File: src/rtl/pdn_pkg.sv
package pdn_pkg;
  typedef enum logic [1:0] {
    SEQ_OPEN  = 2'd0,
    SEQ_ARMED = 2'd1,
    SEQ_DOWN  = 2'd2
  } seq_state_t;
endpackage

File: src/rtl/pdn_reg_file.sv
module pdn_reg_file #(
  parameter int DATA_W    = 8,
  parameter int ARM_BIT   = 1,
  parameter int START_BIT = 6,
  parameter int IDLE_BIT  = 0
) (
  input  logic              clk,
  input  logic              rst_n,
  input  logic              commit,
  input  logic              freeze,
  input  logic [DATA_W-1:0] wdata,
  output logic [DATA_W-1:0] rd_data,
  output logic              idle_bit
);
  localparam logic [DATA_W-1:0] FLAG_MASK =
    (DATA_W'(1) << ARM_BIT) | (DATA_W'(1) << START_BIT);

  logic [DATA_W-1:0] store_q;

  // Flag positions carry no storage; all other bits are plain flops.
  for (genvar b = 0; b < DATA_W; b++) begin : g_bit
    if (FLAG_MASK[b]) begin : g_flag
      assign store_q[b] = 1'b0;
    end else begin : g_data
      logic bit_q;
      always_ff @(posedge clk or negedge rst_n) begin
        if (!rst_n)               bit_q <= 1'b0;
        else if (commit && !freeze) bit_q <= wdata[b];
      end
      assign store_q[b] = bit_q;
    end
  end

  assign rd_data  = store_q;
  assign idle_bit = store_q[IDLE_BIT];

  AST_FLAGS_READ_ZERO: assert property (@(posedge clk) disable iff (!rst_n)
    (rd_data[ARM_BIT] == 1'b0) && (rd_data[START_BIT] == 1'b0));
  AST_FROZEN_REG: assert property (@(posedge clk) disable iff (!rst_n)
    freeze |=> $stable(rd_data));
endmodule

File: src/rtl/pdn_seq_guard.sv
module pdn_seq_guard
  import pdn_pkg::*;
#(
  parameter int DATA_W    = 8,
  parameter int ARM_BIT   = 1,
  parameter int START_BIT = 6
) (
  input  logic              clk,
  input  logic              rst_n,
  input  logic              insn_done,
  input  logic              wr_en,
  input  logic [DATA_W-1:0] wdata,
  input  logic              pin_n,
  output logic              down_o
);
  seq_state_t state_q, state_d;
  logic store_ok, arm_only, start_only;

  assign store_ok   = insn_done && wr_en && !pin_n;
  assign arm_only   = wdata[ARM_BIT] && !wdata[START_BIT];
  assign start_only = wdata[START_BIT] && !wdata[ARM_BIT];

  always_comb begin
    state_d = state_q;
    unique case (state_q)
      SEQ_OPEN: begin
        if (store_ok && arm_only) state_d = SEQ_ARMED;
      end
      SEQ_ARMED: begin
        if (insn_done) begin
          if (store_ok && start_only)    state_d = SEQ_DOWN;
          else if (store_ok && arm_only) state_d = SEQ_ARMED;
          else                           state_d = SEQ_OPEN;
        end
      end
      SEQ_DOWN: state_d = SEQ_DOWN;
      default:  state_d = SEQ_OPEN;
    endcase
  end

  always_ff @(posedge clk or negedge rst_n) begin
    if (!rst_n) state_q <= SEQ_OPEN;
    else        state_q <= state_d;
  end

  assign down_o = (state_q == SEQ_DOWN);

  AST_ENTRY_NEEDS_ARM: assert property (@(posedge clk) disable iff (!rst_n)
    $rose(down_o) |-> ($past(state_q) == SEQ_ARMED));
  AST_BOTH_SET_NO_ENTRY: assert property (@(posedge clk) disable iff (!rst_n)
    (insn_done && wr_en && wdata[ARM_BIT] && wdata[START_BIT] && !down_o)
      |=> (!down_o && state_q != SEQ_ARMED));
  AST_PIN_BLOCKS: assert property (@(posedge clk) disable iff (!rst_n)
    (pin_n && !down_o) |=> !down_o);
  AST_DOWN_STICKY: assert property (@(posedge clk) disable iff (!rst_n)
    down_o |=> down_o);
endmodule

File: src/rtl/pdn_out_hold.sv
module pdn_out_hold #(
  parameter int ALT_W = 4
) (
  input  logic             clk,
  input  logic             rst_n,
  input  logic             down,
  input  logic             clk_src,
  input  logic             ale_src,
  input  logic             psen_src,
  input  logic [ALT_W-1:0] alt_src,
  output logic             clk_out,
  output logic             ale_out,
  output logic             psen_out,
  output logic [ALT_W-1:0] alt_out
);
  // Each alternate line keeps a shadow of its last pre-sleep value.
  for (genvar i = 0; i < ALT_W; i++) begin : g_alt
    logic hold_q;
    always_ff @(posedge clk or negedge rst_n) begin
      if (!rst_n)     hold_q <= 1'b0;
      else if (!down) hold_q <= alt_src[i];
    end
    assign alt_out[i] = down ? hold_q : alt_src[i];
  end

  assign clk_out  = clk_src  && !down;
  assign ale_out  = ale_src  && !down;
  assign psen_out = psen_src && !down;

  AST_STROBES_LOW: assert property (@(posedge clk) disable iff (!rst_n)
    down |-> (!clk_out && !ale_out && !psen_out));
  AST_ALT_FROZEN: assert property (@(posedge clk) disable iff (!rst_n)
    (down && $past(down)) |-> $stable(alt_out));
endmodule

File: src/rtl/pdn_ctrl.sv
module pdn_ctrl #(
  parameter int DATA_W    = 8,
  parameter int ARM_BIT   = 1,
  parameter int START_BIT = 6,
  parameter int IDLE_BIT  = 0,
  parameter int ALT_W     = 4
) (
  input  logic              clk,
  input  logic              rst_n,
  input  logic              insn_done,
  input  logic              reg_wr_en,
  input  logic [DATA_W-1:0] reg_wr_data,
  output logic [DATA_W-1:0] reg_rd_data,
  input  logic              pd_allow_n,
  input  logic              idle_req,
  input  logic              clk_out_src,
  input  logic              ale_src,
  input  logic              psen_src,
  input  logic [ALT_W-1:0]  alt_src,
  output logic              osc_stop,
  output logic              idle_active,
  output logic              clk_out,
  output logic              ale_out,
  output logic              psen_out,
  output logic [ALT_W-1:0]  alt_out
);
  logic down;
  logic idle_bit;
  logic commit;

  assign commit = insn_done && reg_wr_en;

  pdn_reg_file #(
    .DATA_W(DATA_W), .ARM_BIT(ARM_BIT), .START_BIT(START_BIT), .IDLE_BIT(IDLE_BIT)
  ) u_regs (
    .clk(clk), .rst_n(rst_n), .commit(commit), .freeze(down),
    .wdata(reg_wr_data), .rd_data(reg_rd_data), .idle_bit(idle_bit)
  );

  pdn_seq_guard #(
    .DATA_W(DATA_W), .ARM_BIT(ARM_BIT), .START_BIT(START_BIT)
  ) u_guard (
    .clk(clk), .rst_n(rst_n), .insn_done(insn_done), .wr_en(reg_wr_en),
    .wdata(reg_wr_data), .pin_n(pd_allow_n), .down_o(down)
  );

  pdn_out_hold #(.ALT_W(ALT_W)) u_hold (
    .clk(clk), .rst_n(rst_n), .down(down),
    .clk_src(clk_out_src), .ale_src(ale_src), .psen_src(psen_src), .alt_src(alt_src),
    .clk_out(clk_out), .ale_out(ale_out), .psen_out(psen_out), .alt_out(alt_out)
  );

  assign osc_stop    = down;
  assign idle_active = (idle_bit || idle_req) && !down;

  AST_SLEEP_BEATS_IDLE: assert property (@(posedge clk) disable iff (!rst_n)
    osc_stop |-> !idle_active);
endmodule

File: config.mk
export PLATFORM = sky130hd
export DESIGN_NAME = pdn_ctrl
export DESIGN_NICKNAME = d
export VERILOG_FILES = /design/src/rtl/pdn_pkg.sv /design/src/rtl/pdn_reg_file.sv /design/src/rtl/pdn_seq_guard.sv /design/src/rtl/pdn_out_hold.sv /design/src/rtl/pdn_ctrl.sv
export SDC_FILE = /design/constraint.sdc
export NUM_CORES = 1
export LEC_CHECK = 0
export ABC_AREA = 0
export BUFFER_PORTS_ARGS = -buffer_cell sky130_fd_sc_hd__buf_2
export CAP_MARGIN = 30
export CORE_UTILIZATION = 41
export CTS_BUF_LIST = sky130_fd_sc_hd__clkbuf_4 sky130_fd_sc_hd__clkbuf_8 sky130_fd_sc_hd__clkbuf_16
export DETAILED_ROUTE_END_ITERATION = 10
export PLACE_DENSITY = 0.77
export SLEW_MARGIN = 30
export SYNTH_ARGS = -nofsm -noshare
export SYNTH_HDL_FRONTEND = slang
export SYNTH_HIERARCHICAL = 1
export SYNTH_SLANG_ARGS = --single-unit
File: constraint.sdc
create_clock -name clk -period 1.9 [get_ports clk]
set_input_delay 0.095 -clock clk [delete_from_list [all_inputs] [get_ports clk]]
set_output_delay 0.095 -clock clk [all_outputs]
set_load 0.05 [all_outputs]
* Yosys cells after proc, flatten, opt, wreduce, memory -nomap -nowiden *
Cells that the tools add are included.

storage, ports and cells
  register bits after elaboration = 12
  input bits = 21
  word-level logic and storage cells = 42

cells by class
  equal/unequal tests = 4
  muxes and demuxes = 9
  reductions and logical operators = 18

operators by type and width
  kind                count
  $logic_and 1x1->1   11
  $mux 2              3
  $pmux 2 s3          1
  $mux 1              5
  $logic_not 1->1     4
  $eq 2x1->1 const B  1
  $eq 2x2->1 const B  1
  $logic_not 2->1     1
  $ne 2x1->1 const B  1
  $ne 2x2->1 const B  1
  $reduce_and 2->1    1
  $logic_or 1x1->1    1

* Longest topological paths before layout *
Gate-level depths: netlist of the first run.

  depth after elaboration = 7
  gate-level depth with buffers = 4
  mapped depth without buffers = 3

* Cells and area by module *
The synthesis of the first run kept the hierarchy.

by module, submodules not included
  module         instances  cells an instance  area an instance (um2)
  pdn_reg_file   1          23                 329.1
  pdn_out_hold   1          11                 171.4
  pdn_seq_guard  1          9                  103.8
  pdn_ctrl       1          2                  16.3

* Worst setup path after synthesis of the first run *
Ideal clock, no wire load.

  path type = reg-to-reg
  from = register u_guard.state_q[0]
  to = register u_hold.g_alt[0].hold_q
  setup time = 0.175 ns
  data arrival time = 2.030 ns
  required time = 1.725 ns
  setup slack = -0.305 ns
  cell stages (with the launch flop) = 3
  path buffers = 0
  clock period less this slack = 2.205 ns
  cells stage by stage = dfrtp_1 > nor2b_1 > mux2_2

on the way
  word-level cells in the longest chain between the ends = 2

ends and longest elaborated chain
  element                   RTL line             text
  start: declaration        pdn_seq_guard.sv:16  seq_state_t state_q, state_d;
  start signal: assignment  pdn_seq_guard.sv:43  else state_q <= state_d;
  $eq 2x2->1                pdn_seq_guard.sv:46  assign down_o = (state_q == SEQ_DOWN);
  net osc_stop              pdn_ctrl.sv:20       output logic osc_stop,
  $mux 1                    n/a
  net alt_out[0]            pdn_ctrl.sv:25       output logic [ALT_W-1:0] alt_out
  end signal: assignment    pdn_out_hold.sv:21   else if (!down) hold_q <= alt_src[i];
  end: declaration          pdn_out_hold.sv:18   logic hold_q;

The timed path passes the listed nets, and every way through them passes these cells.
A chain may end at the register's enable or synchronous reset.

* Worst setup path after layout of the first run *
  from = register u_guard.state_q[0]
  to = output port alt_out[3]

on the way
  word-level cells in the longest chain between the ends = 2

ends and longest elaborated chain
  element           RTL line
  $eq 2x2->1        pdn_seq_guard.sv:46
  $mux 1            n/a
  end: declaration  pdn_ctrl.sv:25

Every way passes these cells.

==> results.json, run 1 <==
{
  "drtAntennaViolNets": 0,
  "clockBufferDepth": 2,
  "synth_enable_flop_cells": 0,
  "core_region_area_um2": 1350,
  "hold_path.class": "primary input to flip-flop",
  "number_of_violations_of_the_max_capacitance_limit": 0,
  "yosysUniqueCellTypes": 17,
  "worst_path_largest_cell_delay_ns": 0.40,
  "clock-skew-final_ns": 0.00150,
  "num_cts_buffers": 3,
  "crit_path_max_fanout": 11,
  "power.share.clock_pct": 25.9,
  "criticalPathCategory": "flip-flop to output port",
  "timing.final.crit_period_ns": 1.76,
  "power_per_cell_area_nw_per_um2": 932,
  "grt_setup_unrepaired": "false",
  "first_global_vias": 359,
  "setup_violations": 0,
  "tritoncts": "built",
  "clkSlewWorstSetupHoldPaths_ns": 0.07,
  "ios": 38,
  "slew_viol_final": 0,
  "rr_endpoint": "u_regs/idle_bit",
  "num-nets-final": 99,
  "die_y_um": 40.9,
  "hpwlAfterDp_um": 819,
  "layout.cells.most_common": "buf_2",
  "grt_antenna_before_repair": 0,
  "num_antenna_cells": 0,
  "path_delay_family": "flip-flops",
  "critical_path.slowest_cell": "dfrtp_1",
  "sw_frac_of_total_pct": 35.0,
  "synth_cells": 45,
  "fmax_mhz": 569,
  "htree_num_levels": 1,
  "synth.yosys.seq_area_share_pct": 48.4,
  "required_ns": 1.80,
  "dieArea_um2": 1670,
  "worstSetupStartpointType": "flip-flop",
  "grt_first_pass_wirelength_mm": 1.39,
  "final_layout_size_suffix_gt1_share_pct": 70.1,
  "final_gp_congestion": 0.630,
  "fin_crit_sh_pct": 92.5,
  "post_synth.cell_area_avg_um2": 13.8,
  "routed_length_per_placed_instance_um": 10.5,
  "initialDrtViolationCount": 2,
  "cts_resized": 0,
  "final_hold_viol_count": 0,
  "power.internal_uw": 482,
  "clk_latency_ns": 0.26,
  "reg2regPathDepth": 3,
  "power.combinational.fraction_pct": 34.1,
  "drt_drc": 0,
  "power_switching_uw": 259,
  "utilization_pct": 58.9,
  "status": "complete, no violations",
  "synthesis.area_um2": 621,
  "async_flop_share_pct": 100,
  "power.share.sequential_pct": 39.9,
  "critical_path.n_buffers_inverters": 1,
  "tns_ns": 0,
  "ys_seq_elements": 12,
  "global_router_s_overall_resource_usage_pct": 12.6,
  "count_of_vias_placed_by_the_detailed_router": 424,
  "timing.hold.worst_endpoint": "u_regs/g_bit[5].g_data.bit_q",
  "drt-total-wl_um": 969,
  "yosysWarningCount": 6,
  "cts.sink_count": 12,
  "hold-worst-slack_ns": 0.0591,
  "worst-path-stages": 3,
  "die_w_um": 40.9,
  "row_count": 13,
  "layout_common_cells": "35 x buf_2, 12 x dfrtp_1, 6 x mux2_4",
  "cell_depth_of_the_worst_min_delay_path": 2,
  "path_cells": "nor2b_2 > mux2_2 > buf_2",
  "initial_utilization_pct": 46.0,
  "average_via_count_per_standard_cell": 4.61,
  "pin_count_of_the_biggest_net_entering_global_routing": 13,
  "drtPass1Iterations": 2,
  "flow.area_growth_from_synthesis_pct": 28.2,
  "regToRegStartpoint": "u_guard/state_q[0]",
  "hold_start": "reg_wr_data[5]",
  "rrSetupSlack_ns": 0.54,
  "place.port_buffers": 35,
  "crit_arrival_ns": 1.66,
  "power.leakage_nw": 0.413,
  "grt_remaining_overflow": 0,
  "vdd.ir_drop.worst_uv": 456,
  "cts.root.buffer_cell": "clkbuf_4",
  "cp-end-kind": "output port",
  "synthFlopType": "dfrtp_1"
}
[synthesized netlist by cell type, types with 3 or more instances]
| cell | number | area (µm²) |
|---|---|---|
| mux2_2 | 4 | 45.0 |
| mux2_4 | 6 | 90.1 |
| buf_4 | 8 | 60.1 |
| dfrtp_1 | 12 | 300 |
| and2b_2 | 3 | 26.3 |
[per-stage QoR]
step | cell area, µm² | cells | total power [mW] | setup WS [ns]
2_1_floorplan | 627 | 46 | 0.531 | 0.130
3_3_place_gp | 749 | 87 | 0.551 | 0.435
3_5_place_dp | 749 | 87 | 0.555 | 0.408
4_1_cts | 796 | 92 | 0.748 | 0.123
5_1_grt | 796 | 92 | 0.784 | 0.0230
6_report | 796 | 92 | 0.741 | 0.143
[registers in the layout (all words and copies together), names as in the netlist]
signal,cells
u_regs/idle_bit,1
u_guard/state_q,2
u_regs/g_bit.g_data.bit_q,5
u_hold/g_alt.hold_q,4
[how the worst max path moves through the flow]
stage                                  start                      to  slack (ns)
final                     u_guard/state_q[0]              alt_out[3]        0.14
after CTS                 u_guard/state_q[1]              alt_out[3]        0.12
after global placement    u_guard/state_q[1]              alt_out[2]        0.44
after floorplan           u_guard/state_q[0]  u_hold/g_alt[0].hold_q        0.13
after detailed placement  u_guard/state_q[1]              alt_out[1]        0.41
after global routing      u_guard/state_q[1]              alt_out[0]        0.02
[layout make-up]
type                       count  area (µm²)
clock buffer                   4        36.3
fill                         107         554
inverter                       1        3.75
multi-input combinational     24         251
sequential                    12         300
tap                           15        18.8
timing repair buffer          36         185
[metal layers]
metal	vias up	part of all wire, %	track usage, %
met4	0	0	4.17
met2	15	54	23.0
met5	-	0	0
li1	204	-	-
met1	205	42	15.0
met3	0	3.8	1.63
[power groups by stage]
stage / clock network, mW / logic, mW / registers, mW
floorplan: 0 / 0.233 / 0.298
global placement: 0 / 0.251 / 0.300
detailed placement: 0 / 0.253 / 0.301
CTS: 0.196 / 0.256 / 0.296
global route: 0.216 / 0.267 / 0.301
finish: 0.192 / 0.253 / 0.296
[repair_timing]
item,4_1_cts,5_1_grt
endpoints found under the hold margin,12,0
buffers inserted,0,0
hold buffers,1,0
[cell families (layout without fill, tap and decap cells)]
family                 Yosys count  count (layout)  share of synthesized area, %
flip-flops                      12              12                          48.4
multiplexers                    10              10                          21.8
buffers and inverters           10              41                          12.1
AND/OR/NAND/NOR                  9               9                          12.9
AO/OA/AOI/OAI                    3               3                          4.23
other                            1               2                         0.604
Note: power is estimated with default switching activity, not from simulation.
==> run 2, diff against run 1 <==
GPL_ROUTABILITY_DRIVEN = 0   (was not set)
clock period = 1.75 ns   (was 1.9 ns; I/O delays follow)
==> run 2 against run 1 <==
Compared with the run above:
- power increased by 10%
- final area grew 0.63%
- die area stayed put
- via count is 2.8% lower
- sequential power increased by 8.8%
- count of clock-buffer cells in the layout unchanged
- clock skew increased by 0.0065 ns
- hold slack got worse by 0.024 ns
- global-route usage increased by 1.6 points
- critical path depth is the same
- largest power group unchanged
==> results.json, run 2 (synthesized netlist as in run 1, its figures left out) <==
{
  "crit_arrival_ns": 1.56,
  "fin_crit_sh_pct": 94.1,
  "largest_register_ff_count": 5,
  "pin_count_of_the_biggest_net_entering_global_routing": 13,
  "worst_path_largest_cell_delay_ns": 0.42,
  "tritoncts": "built",
  "layout.cells.most_common": "buf_2",
  "slew_viol_final": 0,
  "core_region_area_um2": 1350,
  "clk_latency_ns": 0.27,
  "vdd.ir_drop.worst_uv": 671,
  "drt-total-wl_mm": 1.08,
  "htree_num_levels": 1,
  "grt_remaining_overflow": 0,
  "initialDrtViolationCount": 0,
  "timing.final.crit_period_ns": 1.65,
  "cp-end-kind": "output port",
  "average_via_count_per_standard_cell": 4.48,
  "routed_length_per_placed_instance_um": 11.7,
  "clkSlewWorstSetupHoldPaths_ns": 0.08,
  "power.internal_uw": 525,
  "critical_path.slowest_cell": "dfrtp_1",
  "path_delay_family": "flip-flops",
  "instances_no_fill": 92,
  "grt_setup_unrepaired": "false",
  "first_global_vias": 346,
  "multi_input_area_um2": 256,
  "ios": 38,
  "required_ns": 1.66,
  "path_cells": "nor2b_4 > mux2_2 > buf_2",
  "grt_first_pass_wirelength_mm": 1.46,
  "row_count": 13,
  "num_antenna_cells": 0,
  "final_hold_viol_count": 0,
  "global_router_s_overall_resource_usage_pct": 14.2,
  "num-nets-final": 99,
  "count_of_vias_placed_by_the_detailed_router": 412,
  "power.leakage_nw": 0.414,
  "die_y_um": 40.9,
  "cts.sink_count": 12,
  "numPlacedInstances": 87,
  "power.share.sequential_pct": 39.4,
  "regs_by_ff_count": "u_regs/g_bit.g_data.bit_q (5), u_hold/g_alt.hold_q (4), u_guard/state_q (2)",
  "layout.cell_area.non_filler_um2": 801,
  "layout_common_cells": "35 x buf_2, 12 x dfrtp_1, 6 x mux2_4",
  "clockBufferDepth": 2,
  "die_w_um": 40.9,
  "cts.root.buffer_cell": "clkbuf_4",
  "setup_violations": 0,
  "initial_utilization_pct": 46.0,
  "drtPass1Iterations": 1,
  "rrSetupSlack_ns": 0.47,
  "drtAntennaViolNets": 0,
  "filler_cell_count": 112,
  "crit_path_max_fanout": 11,
  "worstSetupStartpointType": "flip-flop",
  "tns_ns": 0,
  "max_flop_register": "u_regs/g_bit.g_data.bit_q",
  "num_cts_buffers": 3,
  "number_of_violations_of_the_max_capacitance_limit": 0,
  "flow.area_growth_from_synthesis_pct": 29.0,
  "sw_frac_of_total_pct": 35.9,
  "power.combinational.fraction_pct": 33.8,
  "hold_path.class": "primary input to flip-flop",
  "p_total_uw": 818,
  "dpl_cell_area_um2": 754,
  "status": "complete, no violations",
  "critical_path.n_buffers_inverters": 1,
  "clock-skew-final_ns": 0.00804,
  "drt_drc": 0,
  "final_layout_size_suffix_gt1_share_pct": 70.1,
  "power_per_cell_area_nw_per_um2": 1020,
  "power.share.clock_pct": 26.8,
  "criticalPathCategory": "flip-flop to output port",
  "fmax_mhz": 607,
  "dieArea_um2": 1670,
  "ff_latch_area_um2": 300,
  "grt_antenna_before_repair": 0,
  "place.port_buffers": 35,
  "power_switching_uw": 294
}
==> run 2: changes by cell type in the layout (fill, tap and decap cells not counted) <==
cell,delta
nor2b_2,-1
nor2b_4,+1
==> run 2: through the flow <==
| stage | setup WS, ns | hold slack [ns] | util, % |
|---|---|---|---|
| final | 0.104 | 0.0348 | 59.3 |
| after global placement | 0.417 | -0.0296 | 55.9 |
| after detailed placement | 0.395 | -0.0264 | 55.9 |
| after global routing | 0.0211 | 0.0236 | 59.3 |
| after floorplan | 0.232 | -0.208 | - |
| after CTS | 0.0914 | 0.0358 | 59.3 |
==> run 2: per-layer routing <==
layer / track usage (%) / vias up / wire, µm
met1: 18.0 / 181 / 507
met5: 0 / - / 0
met3: 3.26 / 2 / 47
met2: 21.1 / 18 / 504
li1: - / 211 / -
met4: 10.0 / 0 / 16
==> run 2: area by class of cell <==
class,instances,share of cell area (%)
tap,15,2.34
inverter,1,0.469
timing repair buffer,36,23.1
clock buffer,4,4.53
multi-input combinational,24,32.0
sequential,12,37.5
==> run 2: path summary, 6_finish.rpt <==
kind | cells past startpoint | from | end
worst max-delay path | 3 | u_guard/state_q[0] | alt_out[3]
worst min-delay path | 2 | insn_done | u_guard/state_q[0]
worst max register to register | 3 | u_guard/state_q[1] | u_regs/g_bit[5].g_data.bit_q
worst min register to register | 1 | u_hold/g_alt[0].hold_q | u_hold/g_alt[0].hold_q
max in group asynchronous | 2 | rst_n | u_regs/g_bit[3].g_data.bit_q
min in group asynchronous | 2 | rst_n | u_hold/g_alt[1].hold_q
==> run 2: repair_timing <==
action                                 4_1_cts  5_1_grt
hold buffers                                 1        0
buffers inserted                             0        0
endpoints found under the hold margin       12        0
gates resized for setup                      0        0
==> run 2: power by group through the flow <==
stage / Combinational [mW] / Clock [mW] / Sequential, mW
after CTS: 0.280 / 0.221 / 0.322
after global routing: 0.291 / 0.246 / 0.325
after detailed placement: 0.277 / 0 / 0.328
after global placement: 0.274 / 0 / 0.326
final: 0.277 / 0.219 / 0.322
after floorplan: 0.253 / 0 / 0.324
==> run 3, diff against run 2 <==
CORE_ASPECT_RATIO = 0.9   (was not set)
==> run 3 against run 2 <==
Compared with the run above:
- power fell by 8.1%
- critical path type unchanged
- maximum frequency up 0.19%
- sequential cell count did not move
==> results.json, run 3 (synthesized netlist as in run 1, its figures left out) <==
{
  "status": "complete, no violations",
  "core_region_area_um2": 1320,
  "grt_remaining_overflow": 0,
  "largest_register_ff_count": 5,
  "regToRegStartpoint": "u_guard/state_q[1]",
  "numPlacedInstances": 86,
  "htree_num_levels": 1,
  "hold_start": "reg_wr_data[2]",
  "cts.root.buffer_cell": "clkbuf_4",
  "num_antenna_cells": 0,
  "setup_violations": 0,
  "grt.busiest_layer": "met2",
  "layout.cell_area.non_filler_um2": 786,
  "layout_common_cells": "35 x buf_2, 12 x dfrtp_1, 6 x mux2_4",
  "rrSetupSlack_ns": 0.46,
  "drtPass1Iterations": 4,
  "slew_viol_final": 0,
  "final_hold_viol_count": 0,
  "worstSetupStartpointType": "flip-flop",
  "initialDrtViolationCount": 2,
  "cell_depth_of_the_worst_min_delay_path": 2,
  "num_cts_buffers": 3,
  "timing.final.crit_period_ns": 1.64,
  "drtAntennaViolNets": 0,
  "initial_utilization_pct": 47.0,
  "crit_arrival_ns": 1.56,
  "gr-usage-met2_pct": 24.2,
  "final_layout_size_suffix_gt1_share_pct": 69.7,
  "rr_endpoint": "u_regs/g_bit[5].g_data.bit_q",
  "die_w_um": 43.0,
  "regs_by_ff_count": "u_regs/g_bit.g_data.bit_q (5), u_hold/g_alt.hold_q (4), u_guard/state_q (2)",
  "clock-skew-final_ns": 0.000217,
  "dpl_cell_area_um2": 753,
  "grt_util_met3_pct": 2.80,
  "dieArea_um2": 1670,
  "routed_length_per_placed_instance_um": 11.8,
  "hold_path.class": "primary input to flip-flop",
  "ios": 38,
  "drt-total-wl_mm": 1.06,
  "flow.area_growth_from_synthesis_pct": 26.6,
  "crit_path_max_fanout": 11,
  "timing.hold.worst_endpoint": "u_regs/g_bit[2].g_data.bit_q",
  "p_total_uw": 752,
  "tritoncts": "built",
  "num-nets-final": 99,
  "pin_count_of_the_biggest_net_entering_global_routing": 13,
  "fin_crit_sh_pct": 93.9,
  "layout.cells.most_common": "buf_2",
  "drt_drc": 0,
  "row_count": 12,
  "place.port_buffers": 35,
  "vdd.ir_drop.worst_uv": 583,
  "power.leakage_nw": 0.406,
  "tns_ns": 0,
  "max_flop_register": "u_regs/g_bit.g_data.bit_q",
  "clk_latency_ns": 0.25,
  "cp-end-kind": "output port",
  "grt_first_pass_wirelength_mm": 1.55,
  "grt_antenna_before_repair": 0,
  "global_router_s_overall_resource_usage_pct": 13.4,
  "number_of_violations_of_the_max_capacitance_limit": 0,
  "hpwlAfterDp_um": 873,
  "grt_setup_unrepaired": "false",
  "average_via_count_per_standard_cell": 4.71,
  "instances_no_fill": 90,
  "clockBufferDepth": 2,
  "first_global_vias": 370,
  "cts.sink_count": 12,
  "fmax_mhz": 609,
  "post-cts-setup-buffers": 0,
  "reg2regPathDepth": 3,
  "required_ns": 1.66,
  "clkSlewWorstSetupHoldPaths_ns": 0.06,
  "power_per_cell_area_nw_per_um2": 957,
  "criticalPathCategory": "flip-flop to output port",
  "gr_util_met1_pct": 15.1,
  "count_of_vias_placed_by_the_detailed_router": 424,
  "die_y_um": 38.9
}
-- run 3: cell count changes in the layout (fill, tap and decap cells not counted), sizes merged --
cell,before,now
clkbuf,4,3
-- run 3: metal layers --
metal | vias to the layer above | part of all wire [%]
met1 | 204 | 41
met3 | 0 | 5.4
met5 | - | 0
met2 | 16 | 53
li1 | 204 | -
met4 | 0 | 0
-- run 3: cell type report --
cell class / instances / area [µm²]
repair buffers: 36 / 185
flip-flops and latches: 12 / 300
multi-input cells: 24 / 256
inverters: 1 / 3.75
fillers: 113 / 536
well taps: 14 / 17.5
clock buffers: 3 / 22.5
-- run 3: repair_timing --
action	CTS	global route
hold endpoints to repair	12	0
setup endpoints to repair	0	0
resized for setup	0	0
hold buffers	1	0
-- run 3: worst max-delay path, cell delays in order (launching register included) --
cell and delay, ns:
dfrtp_1 0.42, nor2b_4 0.28, mux2_2 0.38, buf_2 0.21
-- run 3: worst max path at each step --
stage,from,endpoint,slack (ns)
5_1_grt,u_guard/state_q[1],alt_out[2],0.04
2_1_floorplan,u_guard/state_q[0],u_hold/g_alt[0].hold_q,0.23
3_5_place_dp,u_guard/state_q[0],alt_out[0],0.39
4_1_cts,u_guard/state_q[0],alt_out[0],0.11
6_report,u_guard/state_q[0],alt_out[2],0.11
3_3_place_gp,u_guard/state_q[0],alt_out[2],0.41
-- run 3: through the flow --
stage | hold WS, ns | worst slack [ns] | utilization (%)
floorplan | -0.208 | 0.232 | -
global placement | -0.0284 | 0.414 | 57.0
detailed placement | -0.0247 | 0.392 | 57.0
CTS | 0.0529 | 0.107 | 59.5
global route | 0.0483 | 0.0438 | 59.5
finish | 0.0594 | 0.107 | 59.5
-- run 3: power by group --
part           switching [mW]  internal (mW)
Combinational           0.185         0.0915
Sequential             0.0159          0.307
Clock                  0.0737         0.0792
